`src/rtl/ilb_pkg.sv`:
```
package ilb_pkg;
   typedef enum logic [1:0] {
      TH_RUN        = 2'd0,
      TH_WAIT_RSP   = 2'd1,
      TH_WAIT_RETRY = 2'd2
   } th_state_e;
endpackage

```
`src/rtl/ilb_thread_ctl.sv`:
```
module ilb_thread_ctl
   import ilb_pkg::*;
#(
   parameter int TAG_W = 3
) (
   input  logic             clk,
   input  logic             rst_n,
   input  logic             squash_i,
   input  logic             issue_i,
   input  logic             issue_acc_i,
   input  logic             resend_acc_i,
   input  logic             take_i,
   output th_state_e        state_o,
   output logic [TAG_W-1:0] tag_o
);
   th_state_e        st_q;
   logic [TAG_W-1:0] tag_q;

   always_ff @(posedge clk) begin
      if (!rst_n) begin
         st_q  <= TH_RUN;
         tag_q <= '0;
      end else begin
         if (squash_i)
            st_q <= TH_RUN;
         else if (issue_i)
            st_q <= issue_acc_i ? TH_WAIT_RSP : TH_WAIT_RETRY;
         else if (resend_acc_i)
            st_q <= TH_WAIT_RSP;
         else if (take_i)
            st_q <= TH_RUN;
         if (issue_i)
            tag_q <= tag_q + 1'b1;
      end
   end

   assign state_o = st_q;
   assign tag_o   = tag_q;


   squash_run_chk: assert property (@(posedge clk) disable iff (!rst_n)
      squash_i |=> state_o == TH_RUN);

   issue_wait_chk: assert property (@(posedge clk) disable iff (!rst_n)
      issue_i && issue_acc_i |=> state_o == TH_WAIT_RSP);
endmodule

```
`src/rtl/ilb_line_store.sv`:
```
module ilb_line_store #(
   parameter int AW    = 32,
   parameter int LINEW = 128
) (
   input  logic             clk,
   input  logic             rst_n,
   input  logic             load_i,
   input  logic [AW-1:0]    base_i,
   input  logic             fill_i,
   input  logic [LINEW-1:0] data_i,
   output logic             valid_o,
   output logic [AW-1:0]    base_o,
   output logic [LINEW-1:0] data_o
);
   always_ff @(posedge clk) begin
      if (!rst_n) begin
         valid_o <= 1'b0;
         base_o  <= '0;
         data_o  <= '0;
      end else if (load_i) begin
         valid_o <= 1'b0;
         base_o  <= base_i;
      end else if (fill_i) begin
         valid_o <= 1'b1;
         data_o  <= data_i;
      end
   end


   fill_valid_chk: assert property (@(posedge clk) disable iff (!rst_n)
      fill_i && !load_i |=> valid_o);

   load_invalid_chk: assert property (@(posedge clk) disable iff (!rst_n)
      load_i |=> !valid_o && base_o == $past(base_i));
endmodule

```
`src/rtl/ilb_retry_slot.sv`:
```
module ilb_retry_slot #(
   parameter int NTHR  = 2,
   parameter int AW    = 32,
   parameter int TAG_W = 3,
   localparam int TIDW = $clog2(NTHR)
) (
   input  logic             clk,
   input  logic             rst_n,
   input  logic             park_i,
   input  logic [TIDW-1:0]  park_tid_i,
   input  logic [AW-1:0]    park_addr_i,
   input  logic [TAG_W-1:0] park_tag_i,
   input  logic             retry_i,
   input  logic             req_rdy_i,
   input  logic [NTHR-1:0]  squash_i,
   output logic             live_o,
   output logic [TIDW-1:0]  tid_o,
   output logic [AW-1:0]    addr_o,
   output logic [TAG_W-1:0] tag_o,
   output logic             blocked_o
);
   logic vld_q;

   assign live_o = vld_q && !squash_i[tid_o];

   always_ff @(posedge clk) begin
      if (!rst_n) begin
         vld_q     <= 1'b0;
         blocked_o <= 1'b0;
         tid_o     <= '0;
         addr_o    <= '0;
         tag_o     <= '0;
      end else if (park_i) begin
         vld_q     <= 1'b1;
         blocked_o <= 1'b1;
         tid_o     <= park_tid_i;
         addr_o    <= park_addr_i;
         tag_o     <= park_tag_i;
      end else if (retry_i && (!live_o || req_rdy_i)) begin
         vld_q     <= 1'b0;
         blocked_o <= 1'b0;
      end else if (vld_q && squash_i[tid_o]) begin
         vld_q <= 1'b0;
      end
   end


   park_block_chk: assert property (@(posedge clk) disable iff (!rst_n)
      park_i |=> blocked_o && live_o == !squash_i[tid_o]);

   empty_retry_chk: assert property (@(posedge clk) disable iff (!rst_n)
      retry_i && !live_o && !park_i |=> !blocked_o);

   resend_clear_chk: assert property (@(posedge clk) disable iff (!rst_n)
      retry_i && live_o && req_rdy_i |=> !blocked_o && !live_o);
endmodule

```
`src/rtl/ifetch_linebuf.sv`:
```
module ifetch_linebuf
   import ilb_pkg::*;
#(
   parameter int NTHR       = 2,
   parameter int AW         = 32,
   parameter int LINE_BYTES = 16,
   parameter int TAG_W      = 3,
   localparam int TIDW  = $clog2(NTHR),
   localparam int OFFW  = $clog2(LINE_BYTES),
   localparam int LINEW = LINE_BYTES * 8
) (
   input  logic             clk,
   input  logic             rst_n,
   input  logic             fetch_vld,
   input  logic [TIDW-1:0]  fetch_tid,
   input  logic [AW-1:0]    fetch_pc,
   input  logic [NTHR-1:0]  squash,
   output logic             fetch_hit,
   output logic             fetch_stall,
   output logic [LINEW-1:0] fetch_data,
   output logic             mem_req_vld,
   input  logic             mem_req_rdy,
   output logic [AW-1:0]    mem_req_addr,
   output logic [TIDW-1:0]  mem_req_tid,
   output logic [TAG_W-1:0] mem_req_tag,
   input  logic             mem_retry,
   input  logic             rsp_vld,
   input  logic [TIDW-1:0]  rsp_tid,
   input  logic [TAG_W-1:0] rsp_tag,
   input  logic [LINEW-1:0] rsp_data,
   output logic             rsp_drop,
   output logic             cache_blocked
);
   initial begin
      assert (NTHR >= 2 && (NTHR & (NTHR - 1)) == 0)
         else $error("NTHR must be a power of two of at least 2");
      assert (LINE_BYTES >= 4 && (LINE_BYTES & (LINE_BYTES - 1)) == 0)
         else $error("LINE_BYTES must be a power of two of at least 4");
      assert (TAG_W >= 1 && AW > OFFW)
         else $error("bad TAG_W or AW");
   end

   th_state_e        st  [NTHR];
   logic [TAG_W-1:0] tg  [NTHR];
   logic             lv  [NTHR];
   logic [AW-1:0]    lb  [NTHR];
   logic [LINEW-1:0] ld  [NTHR];

   logic             sl_live;
   logic [TIDW-1:0]  sl_tid;
   logic [AW-1:0]    sl_addr;
   logic [TAG_W-1:0] sl_tag;

   logic [AW-1:0]    aligned;
   logic             new_issue, resend, take;
   logic [TAG_W-1:0] new_tag;

   assign aligned   = {fetch_pc[AW-1:OFFW], {OFFW{1'b0}}};
   assign fetch_hit = fetch_vld && lv[fetch_tid] && (lb[fetch_tid] == aligned);
   assign fetch_stall = fetch_vld && !fetch_hit;
   assign fetch_data  = ld[fetch_tid];

   assign new_issue = fetch_vld && !fetch_hit && (st[fetch_tid] == TH_RUN)
                      && !cache_blocked && !squash[fetch_tid];
   assign new_tag   = tg[fetch_tid] + 1'b1;
   assign resend    = mem_retry && sl_live;

   assign mem_req_vld  = new_issue || resend;
   assign mem_req_addr = resend ? sl_addr : aligned;
   assign mem_req_tid  = resend ? sl_tid  : fetch_tid;
   assign mem_req_tag  = resend ? sl_tag  : new_tag;

   assign take = rsp_vld && (st[rsp_tid] == TH_WAIT_RSP)
                 && (rsp_tag == tg[rsp_tid]) && !squash[rsp_tid];
   assign rsp_drop = rsp_vld && !take;

   for (genvar t = 0; t < NTHR; t++) begin : g_thr
      logic issue_t, resend_acc_t, take_t;
      assign issue_t      = new_issue && (fetch_tid == TIDW'(t));
      assign resend_acc_t = resend && mem_req_rdy && (sl_tid == TIDW'(t));
      assign take_t       = take && (rsp_tid == TIDW'(t));

      ilb_thread_ctl #(.TAG_W(TAG_W)) u_ctl (
         .clk          (clk),
         .rst_n        (rst_n),
         .squash_i     (squash[t]),
         .issue_i      (issue_t),
         .issue_acc_i  (mem_req_rdy),
         .resend_acc_i (resend_acc_t),
         .take_i       (take_t),
         .state_o      (st[t]),
         .tag_o        (tg[t])
      );

      ilb_line_store #(.AW(AW), .LINEW(LINEW)) u_line (
         .clk     (clk),
         .rst_n   (rst_n),
         .load_i  (issue_t),
         .base_i  (aligned),
         .fill_i  (take_t),
         .data_i  (rsp_data),
         .valid_o (lv[t]),
         .base_o  (lb[t]),
         .data_o  (ld[t])
      );


      wait_retry_blocked_chk: assert property (@(posedge clk) disable iff (!rst_n)
         st[t] == TH_WAIT_RETRY |-> cache_blocked);
   end

   ilb_retry_slot #(.NTHR(NTHR), .AW(AW), .TAG_W(TAG_W)) u_slot (
      .clk         (clk),
      .rst_n       (rst_n),
      .park_i      (new_issue && !mem_req_rdy),
      .park_tid_i  (fetch_tid),
      .park_addr_i (aligned),
      .park_tag_i  (new_tag),
      .retry_i     (mem_retry),
      .req_rdy_i   (mem_req_rdy),
      .squash_i    (squash),
      .live_o      (sl_live),
      .tid_o       (sl_tid),
      .addr_o      (sl_addr),
      .tag_o       (sl_tag),
      .blocked_o   (cache_blocked)
   );


   req_aligned_chk: assert property (@(posedge clk) disable iff (!rst_n)
      mem_req_vld |-> mem_req_addr[OFFW-1:0] == '0);

   blocked_quiet_chk: assert property (@(posedge clk) disable iff (!rst_n)
      cache_blocked && !mem_retry |-> !mem_req_vld);

   squashed_rsp_drop_chk: assert property (@(posedge clk) disable iff (!rst_n)
      rsp_vld && squash[rsp_tid] |-> rsp_drop);

   hit_no_req_chk: assert property (@(posedge clk) disable iff (!rst_n)
      fetch_hit && !cache_blocked |-> !mem_req_vld);
endmodule

```
`config.mk`:
```
export PLATFORM = sky130hd
export DESIGN_NAME = ifetch_linebuf
export DESIGN_NICKNAME = d
export VERILOG_FILES = /design/src/rtl/ilb_pkg.sv /design/src/rtl/ilb_thread_ctl.sv /design/src/rtl/ilb_line_store.sv /design/src/rtl/ilb_retry_slot.sv /design/src/rtl/ifetch_linebuf.sv
export SDC_FILE = /design/constraint.sdc
export NUM_CORES = 1
export LEC_CHECK = 0
export ABC_CLOCK_PERIOD_IN_PS = 3700
export CAP_MARGIN = 20
export CORE_MARGIN = 1.5
export CORE_UTILIZATION = 45
export DETAILED_ROUTE_END_ITERATION = 6
export DONT_BUFFER_PORTS = 1
export PLACE_DENSITY = 0.65
export REMOVE_ABC_BUFFERS = 1
export SLEW_MARGIN = 20
export SYNTH_ARGS = -nofsm -noshare
export SYNTH_HDL_FRONTEND = slang
export SYNTH_SLANG_ARGS = --single-unit
```
`constraint.sdc`:
```
create_clock -name clk -period 3.7 [get_ports clk]
set_input_delay 0.37 -clock clk [delete_from_list [all_inputs] [get_ports clk]]
set_output_delay 0.37 -clock clk [all_outputs]
set_load 0.005 [all_outputs]
```
==> insert_results.sql, run 1 <==
INSERT INTO impl_metrics (metric_group, metric, value, unit) VALUES
('worst_setup_path', 'critPathArrivalTime', '2.45', 'ns'),
('global_routing', 'grt-ovfl-total', '0', ''),
('detailed_routing', 'detailedRoute.firstPassIterationCount', '6', ''),
('synthesis', 'synth-warning-count', '0', ''),
('sta', 'final_hold_viol_count', '0', ''),
('worst_setup_path', 'critPathMaxStageDelay', '0.41', 'ns'),
('power_and_ir_drop', 'finalPower', '8310', 'uW'),
('detailed_routing', 'top_metal_layer_carrying_routed_signals', 'met4', ''),
('global_routing', 'grt_util_all_layers', '23.9', '%'),
('sta', 'drv_slew', '0', ''),
('cells_and_area', 'final_layout_size_suffix_gt1_share', '14.9', '%'),
('power_and_ir_drop', 'sw_frac_of_total', '22.4', '%'),
('floorplanning', 'chipWidth', '189', 'um'),
('detailed_routing', 'drt.antenna.violating_nets', '0', ''),
('power_and_ir_drop', 'total_switching_power', '1860', 'uW'),
('cts', 'cts_tree', 'yes', ''),
('floorplanning', 'die-area', '35900', 'sq um'),
('floorplanning', 'initial_core_utilization', '45.5', '%'),
('cts', 'cts.sink_count', '358', ''),
('power_and_ir_drop', 'combPwrFrac', '6.5', '%'),
('worst_setup_path', 'setup.worst_path.end_class', 'output pin', ''),
('worst_setup_path', 'critical_r2r_launch', 'g_thr[1].u_ctl.tag_o[0]', ''),
('sta', 'setup_viol_count_final', '0', ''),
('global_routing', 'grt_pass1_wl', '69900', 'um'),
('worst_setup_path', 'critical_path_launch_point', 'g_thr[1].u_line.base_o[31]', ''),
('outcome', 'run_status', 'completed', ''),
('detailed_routing', 'route.met2.wl', '21000', 'um'),
('synthesis', 'synth_area_leader_cell', 'sky130_fd_sc_hd__dfxtp_1', ''),
('sta', 'timing.final.crit_share', '76.1', '%'),
('sta', 'clock_period_minus_final_worst_setup_slack', '2.82', 'ns'),
('power_and_ir_drop', 'clock_power_share', '46.4', '%'),
('detailed_routing', 'detailed_route_via_count', '13546', ''),
('worst_setup_path', 'timing.critical_path.fanout_max', '24', ''),
('synthesis', 'netlist_instances', '1883', ''),
('sta', 'worst_slew_pin_slew', '0.919', 'ns'),
('sta', 'clock_skew', '0.0167', 'ns'),
('sta', 'rsz0062_at_grt', 'no', ''),
('cells_and_area', 'layout.core_utilization', '54.6', '%'),
('power_and_ir_drop', 'pwr_dens', '443', 'nW/um^2'),
('placed_design', 'hpwlAfterDp', '26200', 'um'),
('cells_and_area', 'filler_cell_count', '3030', ''),
('detailed_routing', 'dr_wl_met3', '3780', 'um'),
('floorplanning', 'pin_count', '342', ''),
('sta', 'fmax', '355', 'MHz'),
('cells_and_area', 'nets', '2131', ''),
('placed_design', 'dpl_worst_slack', '0.964', 'ns'),
('worst_setup_path', 'critical_path.slowest_cell', 'sky130_fd_sc_hd__nor4_1', ''),
('worst_setup_path', 'timing.critical_path.max_delay_family', 'simple AND/OR/NAND/NOR gates', ''),
('sta', 'max-slew-margin-rel', '38.7', '%'),
('sta', 'timing.final.ws_setup', '0.883', 'ns'),
('detailed_routing', 'route.final.wire_length', '44700', 'um'),
('power_and_ir_drop', 'power.share.sequential', '47.1', '%'),
('synthesis', 'synth_area', '15600', 'sq um'),
('global_routing', 'antenna_violations_before_repair', '1', ''),
('detailed_routing', 'initialDrtViolationCount', '1040', ''),
('placed_design', 'dpl_cells', '2211', ''),
('cts', 'cts_max_level', '2', ''),
('floorplanning', 'die-height', '189', 'um'),
('power_and_ir_drop', 'cell_leakage_power', '0.00643', 'uW'),
('placed_design', 'globalplace.congestion', '0.782', ''),
('synthesis', 'synth_top_area_share', '45.8', '%'),
('synthesis', 'number_of_enable_type_register_cells_in_the_synthesized_netlist', '0', ''),
('cells_and_area', 'areaGrowthSynthToFinish', '20.1', '%'),
('cts', 'cts_max_path_buffers', '3', ''),
('detailed_routing', 'vias_per_cell', '5.55', ''),
('cts', 'post_cts_resize_count', '0', ''),
('power_and_ir_drop', 'internal_power', '6450', 'uW'),
('cts', 'clk_root_buffer_cell', 'sky130_fd_sc_hd__clkbuf_16', ''),
('sta', 'finalHoldWorstSlack', '0.0353', 'ns'),
('global_routing', 'grt_start_max_net_pins', '167', ''),
('cts', 'cts-buffers-inserted', '39', '');
[final timing paths]
path	end	slack (ns)	cells past startpoint
setup / recovery	mem_req_vld	0.88	7
hold / removal	u_slot.vld_q	0.04	2
setup reg to reg	g_thr[0].u_line.data_o[107]	0.98	8
hold reg to reg	g_thr[0].u_line.data_o[109]	0.45	2
[sequential cells by signal (all words and copies together) (netlist names)]
register and count:
u_slot.tid_o 1, g_thr.u_line.valid_o 2, u_slot.addr_o 28, g_thr.u_ctl.tag_o 6, u_slot.blocked_o 1, u_slot.vld_q 1
g_thr.u_line.data_o 256, g_thr.u_ctl.state_o 4, u_slot.tag_o 3, g_thr.u_line.base_o 56
[metrics by stage]
| step | cell area [sq um] | TNS, ns |
|---|---|---|
| 2_1_floorplan | 14900 | -408.17 |
| 6_report | 18800 | 0 |
| 3_3_place_gp | 15900 | 0 |
| 3_5_place_dp | 15900 | 0 |
| 4_1_cts | 18800 | 0 |
| 5_1_grt | 18800 | 0 |
[cell type report]
cell class	count	area [sq um]	area share, %
well taps	455	569	3.03
flip-flops and latches	358	7170	38.2
clock buffers	60	1170	6.21
inverters	5	26.3	0.140
clock inverters	11	124	0.660
repair buffers	188	1920	10.2
diodes	1	2.50	0.0133
multi-input cells	1363	7800	41.6
[per-layer routing]
| metal | up-vias | GRT usage [%] |
|---|---|---|
| li1 | 6519 | - |
| met1 | 6428 | 30.2 |
| met2 | 511 | 39.5 |
| met3 | 88 | 6.10 |
| met4 | 0 | 8.39 |
| met5 | - | 0 |
[worst reg2reg max path, stage by stage (launching register included)]
cell                      delay, ns
sky130_fd_sc_hd__dfxtp_1       0.43
sky130_fd_sc_hd__xnor2_1       0.14
sky130_fd_sc_hd__nand4_1       0.11
sky130_fd_sc_hd__a21oi_1       0.41
sky130_fd_sc_hd__nand2_1       0.26
sky130_fd_sc_hd__nor2_4        0.66
sky130_fd_sc_hd__buf_4         0.36
sky130_fd_sc_hd__nand2_1       0.10
sky130_fd_sc_hd__a21oi_1       0.16
[power groups by stage]
stage               logic, uW  clock network, uW  registers [uW]
floorplan                 257                  0            3990
global placement          348                  0            3990
detailed placement        353                  0            3990
CTS                       535               3950            3910
global route              579               4100            3910
finish                    540               3860            3910
[logic make-up after synthesis]
family,Yosys count,synth area share [%]
and+or+nand+nor,667,18.0
xor gates and xnor gates,33,1.85
DFF,358,45.8
adders and majority gates,3,0.240
muxes,196,13.8
buffers and inverters,165,4.75
other,1,0.0240
AOI/OAI and AO/OA,460,15.4
[placed cells by master, fill, tap and decap left out, drive strengths merged]
master / instances
dfxtp: 358
nor3: 6
a21o: 1
nor4: 13
nand2: 525
xnor2: 32
a2111oi: 2
a211oi: 1
nor2b: 1
inv: 5
nand4: 5
a211o: 1
clkbuf: 60
a21boi: 2
mux2: 161
bufinv: 2
o21ai: 96
nor2: 12
diode: 1
ha: 3
xor2: 1
and4: 2
mux2i: 35
buf: 30
and2: 3
nand2b: 3
nand3: 95
o21ba: 1
clkinv: 9
a221oi: 1
or3: 2
a21oi: 354
o211ai: 1
dlygate4sd3: 158
conb: 4
[cell usage after synthesis, types with 2 or more instances]
master	n
sky130_fd_sc_hd__buf_4	5
sky130_fd_sc_hd__a21oi_2	10
sky130_fd_sc_hd__o21ai_0	70
sky130_fd_sc_hd__nand2b_1	3
sky130_fd_sc_hd__mux2i_1	35
sky130_fd_sc_hd__nand3_1	75
sky130_fd_sc_hd__a21boi_0	2
sky130_fd_sc_hd__nand4_1	5
sky130_fd_sc_hd__xnor2_1	32
sky130_fd_sc_hd__mux2_2	160
sky130_fd_sc_hd__dfxtp_1	358
sky130_fd_sc_hd__buf_2	32
sky130_fd_sc_hd__buf_6	5
sky130_fd_sc_hd__nor2_1	12
sky130_fd_sc_hd__nor4_1	12
sky130_fd_sc_hd__nor3_1	6
sky130_fd_sc_hd__clkbuf_1	98
sky130_fd_sc_hd__and4_4	2
sky130_fd_sc_hd__a21oi_1	344
sky130_fd_sc_hd__nand2_1	525
sky130_fd_sc_hd__or3_1	2
sky130_fd_sc_hd__and2_1	3
sky130_fd_sc_hd__inv_1	3
sky130_fd_sc_hd__buf_1	18
sky130_fd_sc_hd__ha_1	3
sky130_fd_sc_hd__o21ai_1	26
sky130_fd_sc_hd__nand3_2	20
Note: power is estimated with default switching activity, not from simulation.
==> run 2, diff against run 1 <==
--- a/config.mk
+++ b/config.mk
@@ -5,7 +5,7 @@
 export SDC_FILE = /design/constraint.sdc
 export NUM_CORES = 1
 export LEC_CHECK = 0
-export ABC_CLOCK_PERIOD_IN_PS = 3700
+export ABC_CLOCK_PERIOD_IN_PS = 2950
 export CAP_MARGIN = 20
 export CORE_MARGIN = 1.5
 export CORE_UTILIZATION = 45
==> constraint.sdc (replaced) <==
create_clock -name clk -period 2.95 [get_ports clk]
set_input_delay 0.295 -clock clk [delete_from_list [all_inputs] [get_ports clk]]
set_output_delay 0.295 -clock clk [all_outputs]
set_load 0.005 [all_outputs]
==> run 2 against run 1 <==
Compared with the run above:
- total power is 28% higher
- non-clock buffer count is 24 higher
- via count is 2.0% higher
- sequential cell count stayed put
- critical endpoint is now u_slot.addr_o[17]
- largest power group is now clock
==> insert_results.sql, run 2 (same netlist as run 1, synthesis figures left out) <==
INSERT INTO impl_metrics (metric_group, metric, value, unit) VALUES
('sta', 'drv_slew', '0', ''),
('cts', 'cts_max_level', '2', ''),
('cts', 'cts_max_path_buffers', '3', ''),
('worst_setup_path', 'setup.worst_path.end_class', 'flip-flop', ''),
('sta', 'setup_viol_count_final', '0', ''),
('cts', 'cts.sink_count', '358', ''),
('placed_design', 'dpl_cells', '2218', ''),
('global_routing', 'grt_pass1_wl', '71800', 'um'),
('power_and_ir_drop', 'cell_leakage_power', '0.00661', 'uW'),
('detailed_routing', 'initialDrtViolationCount', '1055', ''),
('global_routing', 'grt_util_all_layers', '24.6', '%'),
('cells_and_area', 'max_flop_register', 'g_thr.u_line.data_o', ''),
('sta', 'clock_period_minus_final_worst_setup_slack', '2.79', 'ns'),
('cells_and_area', 'final_common_cell', 'sky130_fd_sc_hd__nand2_1', ''),
('worst_setup_path', 'timing.setup.critical_path_class', 'flip-flop to flip-flop', ''),
('placed_design', 'globalplace.congestion', '0.792', ''),
('cells_and_area', 'sequential_area', '7170', 'sq um'),
('worst_setup_path', 'critPathArrivalTime', '3.24', 'ns'),
('detailed_routing', 'drt.antenna.violating_nets', '0', ''),
('detailed_routing', 'detailed_route_via_count', '13813', ''),
('cts', 'cts.reportedPaths.clkPinSlew', '0.06', 'ns'),
('global_routing', 'grt-ovfl-total', '0', ''),
('power_and_ir_drop', 'finalPower', '10600', 'uW'),
('flow_run', 'maximum_capacitance_violations', '0', ''),
('floorplanning', 'pin_count', '342', ''),
('cells_and_area', 'multi_input_area', '7800', 'sq um'),
('sta', 'final_hold_viol_count', '0', ''),
('sta', 'timing.setup.tns', '0', 'ns'),
('cells_and_area', 'layout.core_utilization', '55.6', '%'),
('detailed_routing', 'avgRoutedWirePerCell', '18.7', 'um'),
('cells_and_area', 'final_layout_size_suffix_gt1_share', '15.1', '%'),
('cts', 'cts-buffers-inserted', '39', ''),
('hold_path', 'min_path_cells', '2', ''),
('floorplanning', 'initial_core_utilization', '45.5', '%'),
('hold_path', 'worst_hold_path_type', 'input port to flip-flop', ''),
('placed_design', 'hpwlAfterDp', '27300', 'um'),
('cells_and_area', 'nets', '2155', ''),
('sta', 'rsz0062_at_grt', 'no', ''),
('power_and_ir_drop', 'power.ir.vdd_worst', '0.367', 'mV'),
('cts', 'cts_tree', 'yes', ''),
('worst_setup_path', 'timing.critical_path.fanout_max', '24', ''),
('detailed_routing', 'post-route-drc-count', '0', ''),
('detailed_routing', 'route.final.wire_length', '45900', 'um'),
('floorplanning', 'chipWidth', '189', 'um'),
('floorplanning', 'die-height', '189', 'um'),
('global_routing', 'grt_start_max_net_pins', '167', ''),
('sta', 'finalHoldWorstSlack', '0.0265', 'ns'),
('outcome', 'run_status', 'completed', ''),
('sta', 'clock_skew', '0.0136', 'ns'),
('power_and_ir_drop', 'pwr_dens', '555', 'nW/um^2'),
('cells_and_area', 'largest_reg_flops', '256', ''),
('global_routing', 'first_global_vias', '13368', ''),
('cells_and_area', 'areaGrowthSynthToFinish', '22.2', '%'),
('cts', 'insertion_delay', '0.53', 'ns'),
('worst_setup_path', 'setup.worst_path.start_class', 'flip-flop', ''),
('cells_and_area', 'stdcell_count', '2462', ''),
('detailed_routing', 'vias_per_cell', '5.61', ''),
('cts', 'clk_root_buffer_cell', 'sky130_fd_sc_hd__clkbuf_16', ''),
('worst_setup_path', 'cp_data_required_time', '3.41', 'ns'),
('floorplanning', 'std_cell_rows', '68', ''),
('worst_setup_path', 'reg2reg_setup_slack', '0.16', 'ns'),
('cells_and_area', 'final_cell_mix', 'sky130_fd_sc_hd__nand2_1, sky130_fd_sc_hd__dfxtp_1, sky130_fd_sc_hd__a21oi_1', ''),
('detailed_routing', 'detailedRoute.firstPassIterationCount', '5', ''),
('cells_and_area', 'filler_cell_count', '2990', ''),
('placed_design', 'portBuffers', '0', ''),
('sta', 'fmax', '359', 'MHz'),
('global_routing', 'antenna_violations_before_repair', '1', ''),
('floorplanning', 'core-area', '34400', 'sq um'),
('cells_and_area', 'reg_top3', 'g_thr.u_line.data_o x256, g_thr.u_line.base_o x56, u_slot.addr_o x28', ''),
('sta', 'max-slew-margin-rel', '52.5', '%'),
('sta', 'timing.final.crit_share', '94.4', '%'),
('worst_setup_path', 'r2r.worst_path.cells', '9', ''),
('floorplanning', 'die-area', '35900', 'sq um'),
('sta', 'worst_slew_pin_slew', '0.711', 'ns');
-- run 2: cell types whose count changed in the layout (fill, tap and decap cells not counted), moves of 2 or more --
cell and change:
sky130_fd_sc_hd__buf_12 +6, sky130_fd_sc_hd__clkbuf_1 -3, sky130_fd_sc_hd__clkbuf_8 +2, sky130_fd_sc_hd__clkinv_2 -2
sky130_fd_sc_hd__dlygate4sd3_1 +17
-- run 2: per-layer routing --
layer / track usage [%] / part of all wire [%]
met5: 0 / 0
met4: 8.55 / 2.9
met3: 5.69 / 8.4
met2: 40.6 / 48
met1: 31.5 / 41
-- run 2: worst max-delay path: stages, from the launching register on --
cell and delay [ns]:
sky130_fd_sc_hd__dfxtp_1 0.31, sky130_fd_sc_hd__mux2i_1 0.16, sky130_fd_sc_hd__xnor2_1 0.12, sky130_fd_sc_hd__nor4_1 0.43, sky130_fd_sc_hd__nand4_1 0.23, sky130_fd_sc_hd__o211ai_2 0.26
sky130_fd_sc_hd__buf_4 0.30, sky130_fd_sc_hd__o21ai_0 0.13, sky130_fd_sc_hd__a21oi_1 0.19, sky130_fd_sc_hd__dlygate4sd3_1 0.59
-- run 2: final timing paths --
path                           endpoint                        from
max                   u_slot.addr_o[17]  g_thr[1].u_line.base_o[26]
min                   u_slot.addr_o[15]                 mem_req_rdy
max reg2reg           u_slot.addr_o[17]  g_thr[1].u_line.base_o[26]
min reg2reg  g_thr[1].u_line.data_o[93]  g_thr[1].u_line.data_o[93]
-- run 2: stage by stage --
step           area (sq um)  worst slack, ns
2_1_floorplan         14900            -2.36
3_3_place_gp          16000            0.505
3_5_place_dp          16000            0.481
4_1_cts               19100            0.218
5_1_grt               19100           0.0325
6_report              19100            0.164
-- run 2: area by class of cell --
type	count	share of cell area [%]
multi-input combinational	1363	40.8
sequential	358	37.5
timing repair buffer	212	11.6
clock buffer	60	6.32
tap	455	2.98
clock inverter	8	0.615
inverter	5	0.137
antenna	1	0.0131
-- run 2: repair_timing --
| action | in CTS | in global routing |
|---|---|---|
| setup buffers | 0 | 0 |
| setup endpoints to repair | 0 | 2 |
| hold buffers | 175 | 0 |
| hold endpoints to repair | 351 | 0 |
| resized for setup | 0 | 1 |
-- run 2: power by group --
group	total [uW]	internal, uW	switching [uW]	leakage (uW)
registers	4900	4880	24.9	0.00289
clock network	5000	3070	1930	0.000652
logic	699	318	381	0.00307
==> run 3, diff against run 2 <==
--- a/config.mk
+++ b/config.mk
@@ -5,6 +5,7 @@
 export SDC_FILE = /design/constraint.sdc
 export NUM_CORES = 1
 export LEC_CHECK = 0
+export ABC_AREA = 1
 export ABC_CLOCK_PERIOD_IN_PS = 2950
 export CAP_MARGIN = 20
 export CORE_MARGIN = 1.5
@@ -17,3 +18,4 @@
 export SYNTH_ARGS = -nofsm -noshare
 export SYNTH_HDL_FRONTEND = slang
 export SYNTH_SLANG_ARGS = --single-unit
+export TNS_END_PERCENT = 10
==> run 3 against run 2 <==
Compared with the run above:
- the run now ends with setup timing left
- sequential cell count stayed put
- clock skew is 0.0049 ns higher
- first-iteration DRC count is 10% lower
- cell count is 17% higher
==> insert_results.sql, run 3 <==
INSERT INTO impl_metrics (metric_group, metric, value, unit) VALUES
('power_and_ir_drop', 'clock_power_share', '45.8', '%'),
('detailed_routing', 'avgRoutedWirePerCell', '16.1', 'um'),
('floorplanning', 'pin_count', '342', ''),
('cells_and_area', 'largest_reg_flops', '256', ''),
('synthesis', 'postSynth.asyncResetShare', '0', '%'),
('worst_setup_path', 'critical_path.slowest_cell', 'sky130_fd_sc_hd__inv_2', ''),
('worst_setup_path', 'timing.setup.critical_path_class', 'input port to flip-flop', ''),
('sta', 'timing.final.ws_setup', '-0.0370', 'ns'),
('floorplanning', 'chipWidth', '190', 'um'),
('placed_design', 'hpwlAfterDp', '27300', 'um'),
('cells_and_area', 'final_layout_size_suffix_gt1_share', '4.81', '%'),
('worst_setup_path', 'critPathBufInv', '3', ''),
('detailed_routing', 'detailed_route_via_count', '15195', ''),
('power_and_ir_drop', 'cell_leakage_power', '0.00702', 'uW'),
('worst_setup_path', 'setup.worst_path.end_class', 'flip-flop', ''),
('cts', 'cts-buffers-inserted', '39', ''),
('placed_design', 'portBuffers', '0', ''),
('cells_and_area', 'areaGrowthSynthToFinish', '23.4', '%'),
('power_and_ir_drop', 'internal_power', '7980', 'uW'),
('power_and_ir_drop', 'sw_frac_of_total', '23.4', '%'),
('worst_setup_path', 'cp_data_required_time', '3.42', 'ns'),
('worst_setup_path', 'timing.critical_path.depth', '15', ''),
('sta', 'max-slew-margin-rel', '40.0', '%'),
('worst_setup_path', 'crit_path_cell_trace', 'inv_2 -> nand2_1 -> nand2_1 -> nand2_1 -> nand2_1 -> nand2_1 -> nor2_1 -> nand2_1 -> nor2_1 -> nand2_1 -> nand4_2 -> buf_4 -> o21ai_0 -> dlygate4sd3_1 -> a21oi_1', ''),
('detailed_routing', 'vias_per_cell', '5.27', ''),
('synthesis', 'synthMostInstantiatedCell', 'sky130_fd_sc_hd__nand2_1', ''),
('synthesis', 'synth_top_area_share', '45.8', '%'),
('synthesis', 'synth-warning-count', '0', ''),
('synthesis', 'netlist_top_cells_count', 'sky130_fd_sc_hd__nand2_1, sky130_fd_sc_hd__o21ai_0, sky130_fd_sc_hd__a21oi_1, sky130_fd_sc_hd__dfxtp_1, sky130_fd_sc_hd__inv_1', ''),
('cells_and_area', 'final_cell_mix', 'sky130_fd_sc_hd__nand2_1, sky130_fd_sc_hd__o21ai_0, sky130_fd_sc_hd__a21oi_1', ''),
('flow_run', 'maximum_capacitance_violations', '0', ''),
('cts', 'cts_tree', 'yes', ''),
('detailed_routing', 'post-route-drc-count', '0', ''),
('synthesis', 'synth_area_leader_cell', 'sky130_fd_sc_hd__dfxtp_1', ''),
('worst_setup_path', 'timing.critical_path.max_delay_family', 'buffers and inverters', ''),
('synthesis', 'yosysSeqAreaShare', '45.8', '%'),
('detailed_routing', 'route.final.wire_length', '46300', 'um'),
('cells_and_area', 'diodes', '0', ''),
('synthesis', 'mean_instance_size_in_the_synthesized_netlist', '6.90', 'sq um'),
('cts', 'clk_root_buffer_cell', 'sky130_fd_sc_hd__clkbuf_16', ''),
('global_routing', 'grt_start_max_net_pins', '303', ''),
('power_and_ir_drop', 'pwr_dens', '539', 'nW/um^2'),
('hold_path', 'worst_hold_path_type', 'input port to flip-flop', ''),
('worst_setup_path', 'critical_path_launch_point', 'fetch_tid', ''),
('detailed_routing', 'initialDrtViolationCount', '948', ''),
('power_and_ir_drop', 'power.ir.vdd_worst', '0.464', 'mV'),
('synthesis', 'synth.ff_latch_count', '358', ''),
('cells_and_area', 'nets', '2578', ''),
('sta', 'finalHoldWorstSlack', '0.0281', 'ns'),
('synthesis', 'ys_top_cells_by_area', 'sky130_fd_sc_hd__dfxtp_1, sky130_fd_sc_hd__o21ai_0, sky130_fd_sc_hd__nand2_1', ''),
('cts', 'cts_max_level', '2', ''),
('cts', 'cts.sink_count', '358', ''),
('synthesis', 'synth_top_family_by_area', 'compound AO/OA/AOI/OAI gates', ''),
('cells_and_area', 'finalInstanceArea', '19300', 'sq um'),
('synthesis', 'synth_cell_types', '25', ''),
('sta', 'drv_slew', '0', ''),
('global_routing', 'grt-ovfl-total', '0', ''),
('sta', 'setup_viol_count_final', '4', ''),
('floorplanning', 'initial_core_utilization', '45.6', '%'),
('synthesis', 'synth_adder_area_share', '0.240', '%'),
('outcome', 'failed_checks', 'setup timing', ''),
('sta', 'clock_period_minus_final_worst_setup_slack', '2.99', 'ns'),
('cts', 'cts_max_path_buffers', '3', ''),
('floorplanning', 'die-area', '35900', 'sq um'),
('synthesis', 'synth_area', '15700', 'sq um'),
('cells_and_area', 'stdcell_count', '2885', ''),
('cells_and_area', 'reg_top3', 'g_thr.u_line.data_o x256, g_thr.u_line.base_o x56, u_slot.addr_o x28', ''),
('power_and_ir_drop', 'combPwrFrac', '7.1', '%'),
('worst_setup_path', 'reg2reg_setup_slack', '0.20', 'ns'),
('detailed_routing', 'drt.antenna.violating_nets', '0', ''),
('synthesis', 'post_synth_and_or_nand_nor_area_fraction', '15.9', '%'),
('worst_setup_path', 'timing.critical_path.to', 'g_thr[1].u_line.base_o[15]', ''),
('sta', 'timing.final.crit_share', '101', '%'),
('outcome', 'run_status', 'finished, violations left', ''),
('worst_setup_path', 'critical_r2r_launch', 'g_thr[0].u_ctl.tag_o[2]', ''),
('global_routing', 'antenna_violations_before_repair', '0', ''),
('global_routing', 'grt_util_all_layers', '24.5', '%'),
('global_routing', 'grt_pass1_wl', '72200', 'um'),
('sta', 'worst_slew_pin_slew', '0.900', 'ns'),
('power_and_ir_drop', 'total_switching_power', '2430', 'uW'),
('floorplanning', 'die-height', '190', 'um'),
('cells_and_area', 'max_flop_register', 'g_thr.u_line.data_o', ''),
('sta', 'final_hold_viol_count', '0', ''),
('global_routing', 'first_global_vias', '14150', ''),
('synthesis', 'netlist_instances', '2270', ''),
('cts', 'cts.reportedPaths.clkPinSlew', '0.06', 'ns'),
('sta', 'rsz0062_at_grt', 'no', ''),
('placed_design', 'dpl_cells', '2602', ''),
('placed_design', 'placedInstanceArea', '15900', 'sq um'),
('cells_and_area', 'final_common_cell', 'sky130_fd_sc_hd__nand2_1', ''),
('sta', 'fmax', '335', 'MHz'),
('worst_setup_path', 'critical-path-top-cell-by-count', 'sky130_fd_sc_hd__nand2_1', ''),
('detailed_routing', 'detailedRoute.firstPassIterationCount', '5', ''),
('sta', 'clock_skew', '0.0185', 'ns'),
('cts', 'insertion_delay', '0.54', 'ns'),
('worst_setup_path', 'critPathMaxStageDelay', '0.73', 'ns'),
('power_and_ir_drop', 'power.share.sequential', '47.2', '%'),
('sta', 'timing.setup.tns', '-0.118', 'ns'),
('placed_design', 'globalplace.congestion', '0.842', ''),
('synthesis', 'xor_and_xnor_area_share_after_synthesis', '0.280', '%'),
('worst_setup_path', 'timing.critical_path.fanout_max', '302', ''),
('synthesis', 'commonest_register_cell_after_synthesis', 'sky130_fd_sc_hd__dfxtp_1', ''),
('synthesis', 'muxShareOfSynthArea', '0', '%'),
('worst_setup_path', 'setup.worst_path.start_class', 'input port', ''),
('worst_setup_path', 'r2r_end', 'g_thr[0].u_line.data_o[20]', ''),
('placed_design', 'dpl_worst_slack', '0.217', 'ns'),
('synthesis', 'synth-compound-area-share', '25.6', '%'),
('floorplanning', 'core-area', '34400', 'sq um'),
('worst_setup_path', 'r2r.worst_path.cells', '9', ''),
('synthesis', 'number_of_enable_type_register_cells_in_the_synthesized_netlist', '0', ''),
('worst_setup_path', 'critPathArrivalTime', '3.45', 'ns'),
('floorplanning', 'std_cell_rows', '68', '');
[run 3: changes by cell type after synthesis, moves of 23 or more]
cell                       before  now
sky130_fd_sc_hd__o21ai_0       70  436
sky130_fd_sc_hd__inv_1          3  319
sky130_fd_sc_hd__mux2_2       160    0
sky130_fd_sc_hd__mux2i_1       35    0
sky130_fd_sc_hd__xnor2_1       32    0
sky130_fd_sc_hd__o21ai_1       26    0
sky130_fd_sc_hd__clkbuf_1      98  121
sky130_fd_sc_hd__nor2_1        12   35
[run 3: area by class of cell]
class,count,area (sq um)
Multi-Input combinational cell,1431,6640
Inverter,324,1220
Sequential cell,358,7170
Timing Repair Buffer,248,2480
Clock inverter,18,180
Fill cell,3206,15000
Tap cell,455,569
Clock buffer,51,1070
[run 3: cells by family after synthesis]
logic type / Yosys count
AOI/OAI and AO/OA: 797
xor gates and xnor gates: 5
adders and majority gates: 3
buffers and inverters: 486
DFF: 358
other: 1
and+or+nand+nor: 620
[run 3: how the worst min path moves through the flow]
| stage | from | slack (ns) | depth (start not counted) | end |
|---|---|---|---|---|
| final | rsp_data[71] | 0.03 | 2 | g_thr[1].u_line.data_o[71] |
| after global routing | squash[0] | 0.04 | 3 | u_slot.vld_q |
| after CTS | rsp_data[71] | 0.008 | 2 | g_thr[1].u_line.data_o[71] |
| after detailed placement | g_thr[1].u_line.data_o[89] | 0.43 | 2 | g_thr[1].u_line.data_o[89] |
| after global placement | g_thr[1].u_line.data_o[28] | 0.43 | 2 | g_thr[1].u_line.data_o[28] |
| after floorplan | rst_n | 0.42 | 2 | g_thr[0].u_ctl.tag_o[2] |
[run 3: per-stage QoR]
step / utilization, % / power [uW]
after floorplan: - / 5330
after CTS: 56.1 / 10500
final: 56.2 / 10400
after global placement: 46.3 / 5430
after detailed placement: 46.3 / 5440
after global routing: 56.2 / 10800
[run 3: timing repair]
| item | 4_1_cts | 5_1_grt |
|---|---|---|
| hold buffers | 210 | 0 |
| setup endpoints to repair | 0 | 41 |
| hold endpoints to repair | 350 | 0 |
| gates resized for setup | 0 | 2 |
| buffers inserted | 0 | 2 |
[run 3: power by group through the flow]
stage	registers, uW	logic (uW)	clock network [uW]
floorplan	5010	321	0
global placement	5020	412	0
detailed placement	5020	423	0
CTS	4910	718	4840
global route	4920	814	5050
finish	4910	735	4760
[run 3: metal layers]
metal  track usage [%]  routed length, um  vias to the layer above
met5                 0                  0                        -
met4              9.37               1550                        0
li1                  -                  -                     7540
met1              28.9              18400                     7032
met2              42.0              22200                      530
met3              6.95               4120                       93
